$ cat config.mk
export PLATFORM = sky130hd
export DESIGN_NAME = desc_ring_seq
export DESIGN_NICKNAME = d
export VERILOG_FILES = /design/src/rtl/ring_seq_pkg.sv /design/src/rtl/ring_desc_mem.sv /design/src/rtl/rx_ring_walker.sv /design/src/rtl/tx_ring_walker.sv /design/src/rtl/desc_ring_seq.sv
export SDC_FILE = /design/constraint.sdc
export NUM_CORES = 2
export LEC_CHECK = 0
export CAP_MARGIN = 20
export CORE_ASPECT_RATIO = 0.6
export CORE_MARGIN = 2
export CORE_UTILIZATION = 50
export DETAILED_ROUTE_END_ITERATION = 8
export GPL_TIMING_DRIVEN = 0
export PLACE_DENSITY = 0.67
export SETUP_SLACK_MARGIN = 0.1
export SLEW_MARGIN = 20
export SYNTH_ARGS = -nofsm -noshare
export SYNTH_HDL_FRONTEND = slang
export SYNTH_HIERARCHICAL = 1
export SYNTH_SLANG_ARGS = --single-unit
export TNS_END_PERCENT = 1
$ cat constraint.sdc
create_clock -name clk -period 10.3 [get_ports clk]
set_input_delay 2.06 -clock clk [delete_from_list [all_inputs] [get_ports clk]]
set_output_delay 2.06 -clock clk [all_outputs]
set_load 0.01 [all_outputs]
$ cat src/rtl/ring_seq_pkg.sv
// Shared descriptor layout and status flag positions for the ring sequencer.
// Assumes a 16-bit status word, a 16-bit length and a 32-bit pointer.
package ring_seq_pkg;
    localparam int ST_W      = 16;
    localparam int LEN_W     = 16;
    localparam int PTR_W     = 32;
    localparam int BIT_OWN   = 15;  // empty (receive) / ready (transmit)
    localparam int BIT_WRAP  = 13;
    localparam int BIT_LAST  = 11;
    localparam int BIT_TXCRC = 10;
    localparam int BIT_ERR   = 0;

    typedef struct packed {
        logic [ST_W-1:0]  status;
        logic [LEN_W-1:0] len;
        logic [PTR_W-1:0] ptr;
    } desc_t;
endpackage

$ cat src/rtl/ring_desc_mem.sv
// Flop-based descriptor store for one ring. It has a host port with a
// registered read and a write, and a walker port with a combinational read
// and a write. Assumes that on a same-index collision the walker write wins.
module ring_desc_mem
    import ring_seq_pkg::*;
#(
    parameter int DEPTH = 8,
    localparam int IDX_W = $clog2(DEPTH)
) (
    input  logic             clk,
    input  logic             rst_n,
    input  logic             host_we,
    input  logic [IDX_W-1:0] host_idx,
    input  desc_t            host_wdesc,
    output desc_t            host_rdesc,
    input  logic             eng_we,
    input  logic [IDX_W-1:0] eng_idx,
    input  desc_t            eng_wdesc,
    output desc_t            eng_rdesc
);
    desc_t mem [DEPTH];

    // Walker sees the current descriptor without delay.
    assign eng_rdesc = mem[eng_idx];

    // Host read register and both writes; the later walker write wins.
    always_ff @(posedge clk) begin
        if (!rst_n) begin
            host_rdesc <= '0;
            for (int i = 0; i < DEPTH; i++) mem[i] <= '0;
        end else begin
            host_rdesc <= mem[host_idx];
            if (host_we) mem[host_idx] <= host_wdesc;
            if (eng_we)  mem[eng_idx]  <= eng_wdesc;
        end
    end
endmodule

$ cat src/rtl/rx_ring_walker.sv
// Receive walker. It offers the current descriptor while that descriptor is
// empty, and writes an accepted frame's length and outcome into it. It stops
// on a non-empty descriptor. Assumes a frame ends in one cycle.
module rx_ring_walker
    import ring_seq_pkg::*;
#(
    parameter int DEPTH = 8,
    localparam int IDX_W = $clog2(DEPTH)
) (
    input  logic             clk,
    input  logic             rst_n,
    input  logic             task_en,
    input  logic             stop,
    input  logic             frame_valid,
    input  logic [LEN_W-1:0] frame_len,
    input  logic             frame_err,
    input  desc_t            cur,
    output logic [IDX_W-1:0] idx,
    output logic             wb_we,
    output desc_t            wb_desc,
    output logic             ready,
    output logic             done
);
    logic run;

    // Next slot: wrap flag or the physical end closes the ring.
    function automatic logic [IDX_W-1:0] step(input logic [IDX_W-1:0] i, input logic w);
        if (w || i == IDX_W'(DEPTH - 1)) return '0;
        return i + 1'b1;
    endfunction

    assign ready = run && cur.status[BIT_OWN];
    assign wb_we = frame_valid && ready;

    // Build the completed descriptor: keep wrap and pointer, mark last/error.
    always_comb begin
        wb_desc        = cur;
        wb_desc.status = '0;
        wb_desc.status[BIT_WRAP] = cur.status[BIT_WRAP];
        wb_desc.status[BIT_LAST] = 1'b1;
        wb_desc.status[BIT_ERR]  = frame_err;
        wb_desc.len    = frame_len;
    end

    // Run flag, ring index and done pulse.
    always_ff @(posedge clk) begin
        if (!rst_n) begin
            run  <= 1'b0;
            idx  <= '0;
            done <= 1'b0;
        end else begin
            done <= wb_we;
            if (wb_we) idx <= step(idx, cur.status[BIT_WRAP]);
            if (stop)                                run <= 1'b0;
            else if (task_en)                        run <= 1'b1;
            else if (run && !cur.status[BIT_OWN])    run <= 1'b0;
        end
    end

    assert_idx_step_R4: assert property (@(posedge clk) disable iff (!rst_n)
        $past(wb_we) |-> (idx == '0 || idx == IDX_W'($past(idx) + 1'b1)));
    assert_stall_R5: assert property (@(posedge clk) disable iff (!rst_n)
        (run && !cur.status[BIT_OWN] && !task_en) |=> !ready);
endmodule

$ cat src/rtl/tx_ring_walker.sv
// Transmit walker. It latches the next ready descriptor, presents it to the
// frame source until that source reports the frame sent, then writes the
// descriptor back with ready cleared. Stops on a descriptor that is not
// ready. Assumes software leaves a started descriptor alone.
module tx_ring_walker
    import ring_seq_pkg::*;
#(
    parameter int DEPTH = 8,
    localparam int IDX_W = $clog2(DEPTH)
) (
    input  logic             clk,
    input  logic             rst_n,
    input  logic             task_en,
    input  logic             stop,
    input  logic             sent,
    input  desc_t            cur,
    output logic [IDX_W-1:0] idx,
    output logic             wb_we,
    output desc_t            wb_desc,
    output logic             req,
    output logic [LEN_W-1:0] len,
    output logic [PTR_W-1:0] ptr,
    output logic             crc,
    output logic             last,
    output logic             done
);
    logic  run, busy;
    desc_t held;

    // Next slot: wrap flag or the physical end closes the ring.
    function automatic logic [IDX_W-1:0] step(input logic [IDX_W-1:0] i, input logic w);
        if (w || i == IDX_W'(DEPTH - 1)) return '0;
        return i + 1'b1;
    endfunction

    assign req   = busy;
    assign len   = held.len;
    assign ptr   = held.ptr;
    assign crc   = held.status[BIT_TXCRC];
    assign last  = held.status[BIT_LAST];
    assign wb_we = busy && sent;

    // Return the held descriptor to software with only ready cleared.
    always_comb begin
        wb_desc = held;
        wb_desc.status[BIT_OWN] = 1'b0;
    end

    // Start, completion, ring index, run flag and done pulse.
    always_ff @(posedge clk) begin
        if (!rst_n) begin
            run  <= 1'b0;
            busy <= 1'b0;
            held <= '0;
            idx  <= '0;
            done <= 1'b0;
        end else begin
            done <= wb_we;
            if (wb_we) begin
                busy <= 1'b0;
                idx  <= step(idx, held.status[BIT_WRAP]);
            end else if (!busy && run && cur.status[BIT_OWN]) begin
                busy <= 1'b1;
                held <= cur;
            end
            if (stop)                                      run <= 1'b0;
            else if (task_en)                              run <= 1'b1;
            else if (run && !busy && !cur.status[BIT_OWN]) run <= 1'b0;
        end
    end

    assert_hold_R6: assert property (@(posedge clk) disable iff (!rst_n)
        (req && $past(req)) |-> ($stable(len) && $stable(ptr) && $stable(crc)));
    assert_drop_R7: assert property (@(posedge clk) disable iff (!rst_n)
        $fell(req) |-> $past(sent));
endmodule

$ cat src/rtl/desc_ring_seq.sv
// Descriptor ring sequencer top. It has one descriptor store and one walker
// per ring, a shared host port and sticky completion events. Assumes
// DEPTH >= 2 and that host_sel is 0 for transmit and 1 for receive.
module desc_ring_seq
    import ring_seq_pkg::*;
#(
    parameter int DEPTH = 8,
    localparam int IDX_W = $clog2(DEPTH)
) (
    input  logic             clk,
    input  logic             rst_n,
    input  logic             host_we,
    input  logic             host_sel,
    input  logic [IDX_W-1:0] host_idx,
    input  logic [15:0]      host_wstatus,
    input  logic [15:0]      host_wlen,
    input  logic [31:0]      host_wptr,
    output logic [15:0]      host_rstatus,
    output logic [15:0]      host_rlen,
    output logic [31:0]      host_rptr,
    input  logic             rx_task_en,
    input  logic             rx_stop,
    input  logic             rx_frame_valid,
    input  logic [15:0]      rx_frame_len,
    input  logic             rx_frame_err,
    output logic             rx_ready,
    output logic             rx_done,
    input  logic             tx_task_en,
    input  logic             tx_stop,
    output logic             tx_req,
    output logic [15:0]      tx_len,
    output logic [31:0]      tx_ptr,
    output logic             tx_crc,
    output logic             tx_last,
    input  logic             tx_sent,
    output logic             tx_done,
    output logic [1:0]       evt,
    input  logic [1:0]       evt_clr
);
    desc_t            host_wdesc, tx_cur, rx_cur, tx_wb, rx_wb, tx_hr, rx_hr, host_r;
    logic             tx_we, rx_we, sel_q;
    logic [IDX_W-1:0] tx_idx, rx_idx;

    assign host_wdesc = '{status: host_wstatus, len: host_wlen, ptr: host_wptr};

    ring_desc_mem #(.DEPTH(DEPTH)) u_tx_mem (
        .clk(clk), .rst_n(rst_n),
        .host_we(host_we && !host_sel), .host_idx(host_idx),
        .host_wdesc(host_wdesc), .host_rdesc(tx_hr),
        .eng_we(tx_we), .eng_idx(tx_idx), .eng_wdesc(tx_wb), .eng_rdesc(tx_cur)
    );

    ring_desc_mem #(.DEPTH(DEPTH)) u_rx_mem (
        .clk(clk), .rst_n(rst_n),
        .host_we(host_we && host_sel), .host_idx(host_idx),
        .host_wdesc(host_wdesc), .host_rdesc(rx_hr),
        .eng_we(rx_we), .eng_idx(rx_idx), .eng_wdesc(rx_wb), .eng_rdesc(rx_cur)
    );

    rx_ring_walker #(.DEPTH(DEPTH)) u_rx (
        .clk(clk), .rst_n(rst_n), .task_en(rx_task_en), .stop(rx_stop),
        .frame_valid(rx_frame_valid), .frame_len(rx_frame_len),
        .frame_err(rx_frame_err), .cur(rx_cur), .idx(rx_idx),
        .wb_we(rx_we), .wb_desc(rx_wb), .ready(rx_ready), .done(rx_done)
    );

    tx_ring_walker #(.DEPTH(DEPTH)) u_tx (
        .clk(clk), .rst_n(rst_n), .task_en(tx_task_en), .stop(tx_stop),
        .sent(tx_sent), .cur(tx_cur), .idx(tx_idx), .wb_we(tx_we),
        .wb_desc(tx_wb), .req(tx_req), .len(tx_len), .ptr(tx_ptr),
        .crc(tx_crc), .last(tx_last), .done(tx_done)
    );

    // Remember which ring the registered host read came from.
    always_ff @(posedge clk) begin
        if (!rst_n) sel_q <= 1'b0;
        else        sel_q <= host_sel;
    end

    assign host_r       = sel_q ? rx_hr : tx_hr;
    assign host_rstatus = host_r.status;
    assign host_rlen    = host_r.len;
    assign host_rptr    = host_r.ptr;

    // Sticky completion events; a new completion beats a clear.
    always_ff @(posedge clk) begin
        if (!rst_n) evt <= '0;
        else        evt <= (evt & ~evt_clr) | {rx_we, tx_we};
    end

    assert_rx_done_R9: assert property (@(posedge clk) disable iff (!rst_n)
        rx_done |-> $past(rx_frame_valid && rx_ready));
    assert_tx_done_R9: assert property (@(posedge clk) disable iff (!rst_n)
        tx_done |-> $past(tx_req && tx_sent));
    assert_evt_rx_R10: assert property (@(posedge clk) disable iff (!rst_n)
        rx_done |-> evt[1]);
    assert_evt_tx_R10: assert property (@(posedge clk) disable iff (!rst_n)
        tx_done |-> evt[0]);
endmodule

# --- After elaboration in Yosys (flattened, before gate mapping) ---
# Memory sizes are Yosys's and may differ from the RTL's. A register that Yosys moved wholly into a read port is not among the register bits.
# Cells that the tools add are included.
totals:
  elab_cells: 94
  mem_count: 2
  in_bits: 96
  reg_bits: 77
  ramBits: 1024
  output_inout_bits: 120
op_classes:
  reduce_logical: 27
  addsub: 2
  n_bitwise: 5
  eq_ne: 2
  n_mux: 44
mem_list:
  columns: ["memory", "depth", "width", "rd", "rd_ports_with_merged_regs", "wr", "line", "text"]
  rows:
  - ["u_rx_mem.mem", 8, 64, 2, 2, 8, "ring_desc_mem.sv:21", "desc_t mem [DEPTH];"]
  - ["u_tx_mem.mem", 8, 64, 2, 2, 8, "ring_desc_mem.sv:21", null]
ops:
  columns: ["operator", "count"]
  rows:
  - ["$mux 64", 5]
  - ["$reduce_or 64->1", 4]
  - ["$mux 3", 12]
  - ["$mux 1", 27]
  - ["$logic_and 1x1->1", 9]
  - ["$add 3x1->3 const B", 2]
  - ["$eq 3x3->1 const B", 2]
  - ["$logic_not 1->1", 6]
  - ["$reduce_or 2->1", 3]
  - ["$reduce_bool 2->1", 2]
  - ["$and 2x2->2", 1]
  - ["$logic_or 1x1->1", 2]
  - ["$not 1->1", 2]
  - ["$not 2->2", 1]
  - ["$or 2x2->2", 1]
  - ["$reduce_and 2->1", 1]

# --- Logic depth before layout (Yosys ltp) ---
logic_depth:
  ltp_word: 8
  ltp_mapped: 13
  mapped_depth_nobuf: 7

# --- By module ---
# The synthesis kept the hierarchy.
by_module_without_submodules:
  columns: ["module", "n_inst", "seq_area_each_um2", "area_each_um2", "cells_per_inst"]
  rows:
  - ["ring_desc_mem at u_tx_mem", 1, 16656.0, 30857.1, 2110]
  - ["ring_desc_mem at u_rx_mem", 1, 16656.0, 30754.5, 2115]
  - ["tx_ring_walker", 1, 1381.3, 3149.3, 353]
  - ["desc_ring_seq", 1, 60.1, 1183.6, 81]
  - ["rx_ring_walker", 1, 100.1, 725.7, 88]

# --- Worst setup path before layout ---
# OpenSTA, ideal clock, no wires.
synth_timing:
  kind: "input-to-reg"
  startpoint: "in tx_sent"
  endpoint: "mem u_tx_mem/mem[5][0] in the netlist's numbering (enable)"
  setup_time_ns: 0.426
  n_path_buf: 2
  arrival_time_ns: 4.325
  required_time_ns: 9.874
  slack_ns: 5.549
  stages: 6
  cell_sequence: "and2_1 and3b_1 buf_6 and2_1 buf_2 or2_1"
synth_lines:
  columns: ["item", "line", "text"]
  rows:
  - ["start: declaration", "desc_ring_seq.sv:35", "input logic tx_sent,"]
  - ["end: declaration", "ring_desc_mem.sv:21", null]

==> impl_metrics.prom <==
# TYPE chip_impl_metric gauge
chip_impl_metric{name="synth_cells",unit=""} 4647
chip_impl_info{name="critical_path.startpoint_type",value="flip-flop"} 1
chip_impl_metric{name="die_x",unit="microns"} 469
chip_impl_metric{name="ctsResizeCount",unit=""} 0
chip_impl_metric{name="crit_required",unit="ps"} 8240
chip_impl_metric{name="fp.coreArea",unit="sq um"} 129000
chip_impl_metric{name="achievable-frequency",unit="MHz"} 182
chip_impl_info{name="tritoncts",value="done"} 1
chip_impl_metric{name="max-clock-path-buffers",unit=""} 3
chip_impl_metric{name="timing.max_slew.rel_slack",unit=""} 0.164
chip_impl_metric{name="power_density",unit="nW/um^2"} 156
chip_impl_metric{name="timing.max_cap.violations",unit=""} 0
chip_impl_metric{name="post-route-period-util",unit=""} 0.534
chip_impl_info{name="clk_root_buffer_cell",value="sky130_fd_sc_hd__clkbuf_16"} 1
chip_impl_metric{name="worst_path_largest_cell_delay",unit="ps"} 520
chip_impl_metric{name="p_int",unit="mW"} 8.64
chip_impl_metric{name="drt-wirelength-per-cell",unit="microns"} 34.2
chip_impl_metric{name="count_of_yosys_warnings_during_synthesis",unit=""} 6
chip_impl_info{name="worstPathCellList",value="buf_2, buf_2, buf_4, mux4_2, mux2_2, and2_1, clkdlybuf4s50_1"} 1
chip_impl_info{name="end_kind",value="output pin"} 1
chip_impl_metric{name="reg2reg_setup_slack",unit="ps"} 5510
chip_impl_info{name="endpoint_of_the_most_critical_register_to_register_path",value="u_rx_mem/mem[1][44]"} 1
chip_impl_metric{name="switching_share",unit=""} 0.244
chip_impl_metric{name="power.share.clock",unit=""} 0.395
chip_impl_metric{name="areaGrowthSynthToFinish",unit="%"} 12.6
chip_impl_metric{name="cts_made_buffers",unit=""} 115
chip_impl_metric{name="maximum_number_of_pins_on_one_net_before_global_route_repair",unit=""} 40
chip_impl_info{name="crit_path_start",value="u_rx/idx[0]"} 1
chip_impl_metric{name="data_arrival_time_of_the_critical_path",unit="ps"} 3440
chip_impl_info{name="timing.hold.worst.class",value="flip-flop to flip-flop"} 1
chip_impl_metric{name="dp_hpwl",unit="mm"} 154
chip_impl_metric{name="cts-hold-fix-buffers",unit=""} 0
chip_impl_metric{name="power.sequential.fraction",unit=""} 0.507
chip_impl_metric{name="placed_cells",unit=""} 6532
chip_impl_info{name="critical-path-top-cell-by-count",value="sky130_fd_sc_hd__buf_2"} 1
chip_impl_metric{name="switchingPower",unit="mW"} 2.79
chip_impl_metric{name="post_drt_via_cell_ratio",unit=""} 6.88
chip_impl_metric{name="grt_pass1_vias",unit=""} 44700
chip_impl_info{name="outcome",value="completed"} 1
chip_impl_metric{name="die-height",unit="microns"} 283
chip_impl_info{name="cp_slowest_cell",value="sky130_fd_sc_hd__mux4_2"} 1
chip_impl_metric{name="grt_first_pass_wirelength",unit="mm"} 324
chip_impl_metric{name="clock_tree.htree_level_count",unit=""} 3
chip_impl_metric{name="overflow",unit=""} 0
chip_impl_metric{name="timing_hold_violations_final",unit=""} 0
chip_impl_metric{name="critical_path.max_fanout",unit=""} 10
chip_impl_metric{name="portBuffers",unit=""} 133
chip_impl_metric{name="route.vias.total",unit=""} 46800
chip_impl_metric{name="synthesis.area",unit="sq um"} 64900
chip_impl_metric{name="syn-mean-instance-area",unit="sq um"} 14.0
chip_impl_metric{name="clkTransAtPathRegs",unit="ps"} 60
chip_impl_metric{name="antenna_violation_net_count_after_detailed_routing",unit=""} 0
chip_impl_metric{name="drt_first_iter_violations",unit=""} 7263
chip_impl_metric{name="p_leak",unit="nW"} 26.4
chip_impl_info{name="timing.critical_path.to",value="rx_ready"} 1
chip_impl_metric{name="initial_core_util",unit=""} 0.504
chip_impl_metric{name="period_minus_slack",unit="ps"} 5500
chip_impl_metric{name="design.die.area",unit="sq um"} 133000
chip_impl_metric{name="finalSetupTns",unit="ps"} 0
chip_impl_metric{name="drv_slew",unit=""} 0
chip_impl_metric{name="antenna_violations_before_repair",unit=""} 33
chip_impl_metric{name="globalplace.congestion",unit=""} 0.901
chip_impl_metric{name="num_rows",unit=""} 102
chip_impl_info{name="critical_path.reg2reg.startpoint",value="u_rx/idx[2]"} 1
chip_impl_metric{name="max_slew.worst_pin.slew",unit="ps"} 1250
chip_impl_metric{name="drtPass1Iterations",unit=""} 8
chip_impl_metric{name="finalClockSkew",unit="ps"} 23.4
chip_impl_info{name="grt_setup_unrepaired",value="false"} 1
chip_impl_metric{name="clock_sinks",unit=""} 1229
chip_impl_metric{name="wirelength",unit="mm"} 233
chip_impl_metric{name="io_pins",unit=""} 216
chip_impl_metric{name="drive_gt1_frac",unit=""} 0.198
chip_impl_metric{name="instances_no_fill",unit=""} 6807
chip_impl_metric{name="drt_drc_violations_left",unit=""} 0
chip_impl_metric{name="global_route.usage.total",unit=""} 0.338
chip_impl_info{name="mostFrequentLayoutCells",value="sky130_fd_sc_hd__a22o_1, sky130_fd_sc_hd__edfxtp_1, sky130_fd_sc_hd__mux2i_1"} 1
chip_impl_metric{name="clock_insertion_delay_worst_skew",unit="ps"} 740
chip_impl_metric{name="num-nets-final",unit=""} 5034
chip_impl_metric{name="ir_drop",unit="mV"} 0.130
chip_impl_info{name="crit_type",value="flip-flop to output pin"} 1
chip_impl_metric{name="post-cts-setup-buffer-count",unit=""} 0
chip_impl_metric{name="setup-violations-final",unit=""} 0
chip_impl_metric{name="combinationalPowerShare",unit=""} 0.098
chip_impl_metric{name="worst-r2r-cell-count",unit=""} 11
-- worst min path at each step --
stage,start,to,slack (ps),cells after the start
5_1_grt,u_tx/wb_desc[49],u_tx/wb_desc[49],480,2
3_3_place_gp,u_tx/wb_desc[49],u_tx/wb_desc[49],440,2
2_1_floorplan,u_tx/wb_desc[48],u_tx/wb_desc[48],430,2
3_5_place_dp,u_tx/wb_desc[62],u_tx/wb_desc[62],450,2
6_report,u_tx/wb_desc[55],u_tx/wb_desc[55],460,2
4_1_cts,u_tx/wb_desc[62],u_tx/wb_desc[62],460,2
-- sequential cells by signal, summed over array words and instances, names as in the netlist, 2 cells and up --
register / flops
evt: 2
u_tx/len: 16
u_tx/wb_desc: 13
u_rx_mem/mem: 512
u_tx_mem/mem: 512
u_rx_mem/host_rdesc: 64
u_rx/idx: 3
u_tx/idx: 3
u_tx/ptr: 32
u_tx_mem/host_rdesc: 64
-- power groups by stage --
stage               sequential, mW  clock [mW]  combinational [mW]
floorplan                     5.84           0               0.680
detailed placement            5.89           0                1.08
global placement              5.90           0                1.04
CTS                           5.78        4.53                1.09
global route                  5.81        4.73                1.16
finish                        5.79        4.51                1.12
-- worst max-delay path: cells and delay by family, from the launching register on --
family	cells	cell delay [ps]
buffers and inverters	4	1240
multiplexers	2	880
flip-flops	1	380
AND/OR/NAND/NOR	1	180
-- metal layers --
metal	GRT usage	vias up	wire length (microns)
met2	0.461	3847	96300
met4	0.145	6	8770
met1	0.489	23300	92000
li1	-	19100	-
met5	0.00355	-	93
met3	0.113	491	35800
-- metrics by stage --
| step | setup slack (ps) | hold slack [ps] | power (mW) | instance area (sq um) | utilization |
|---|---|---|---|---|---|
| 2_1_floorplan | 5550 | 434 | 6.52 | 65000 | - |
| 3_3_place_gp | 1700 | 441 | 6.94 | 68500 | 0.531 |
| 3_5_place_dp | 4800 | 453 | 6.98 | 69100 | 0.536 |
| 4_1_cts | 4790 | 463 | 11.4 | 73000 | 0.566 |
| 5_1_grt | 4710 | 481 | 11.7 | 73100 | 0.567 |
| 6_report | 4800 | 458 | 11.4 | 73100 | 0.567 |
-- layout make-up --
cell class	count	area, sq um
sequential	1229	34900
timing repair buffer	158	1920
inverter	2	7.51
clock inverter	43	477
multi-input combinational	2617	25400
fill	10500	55800
antenna	56	140
buffer	811	4710
tap	1716	2150
clock buffer	175	3440
No activity file was read; power rests on OpenSTA's default activity.
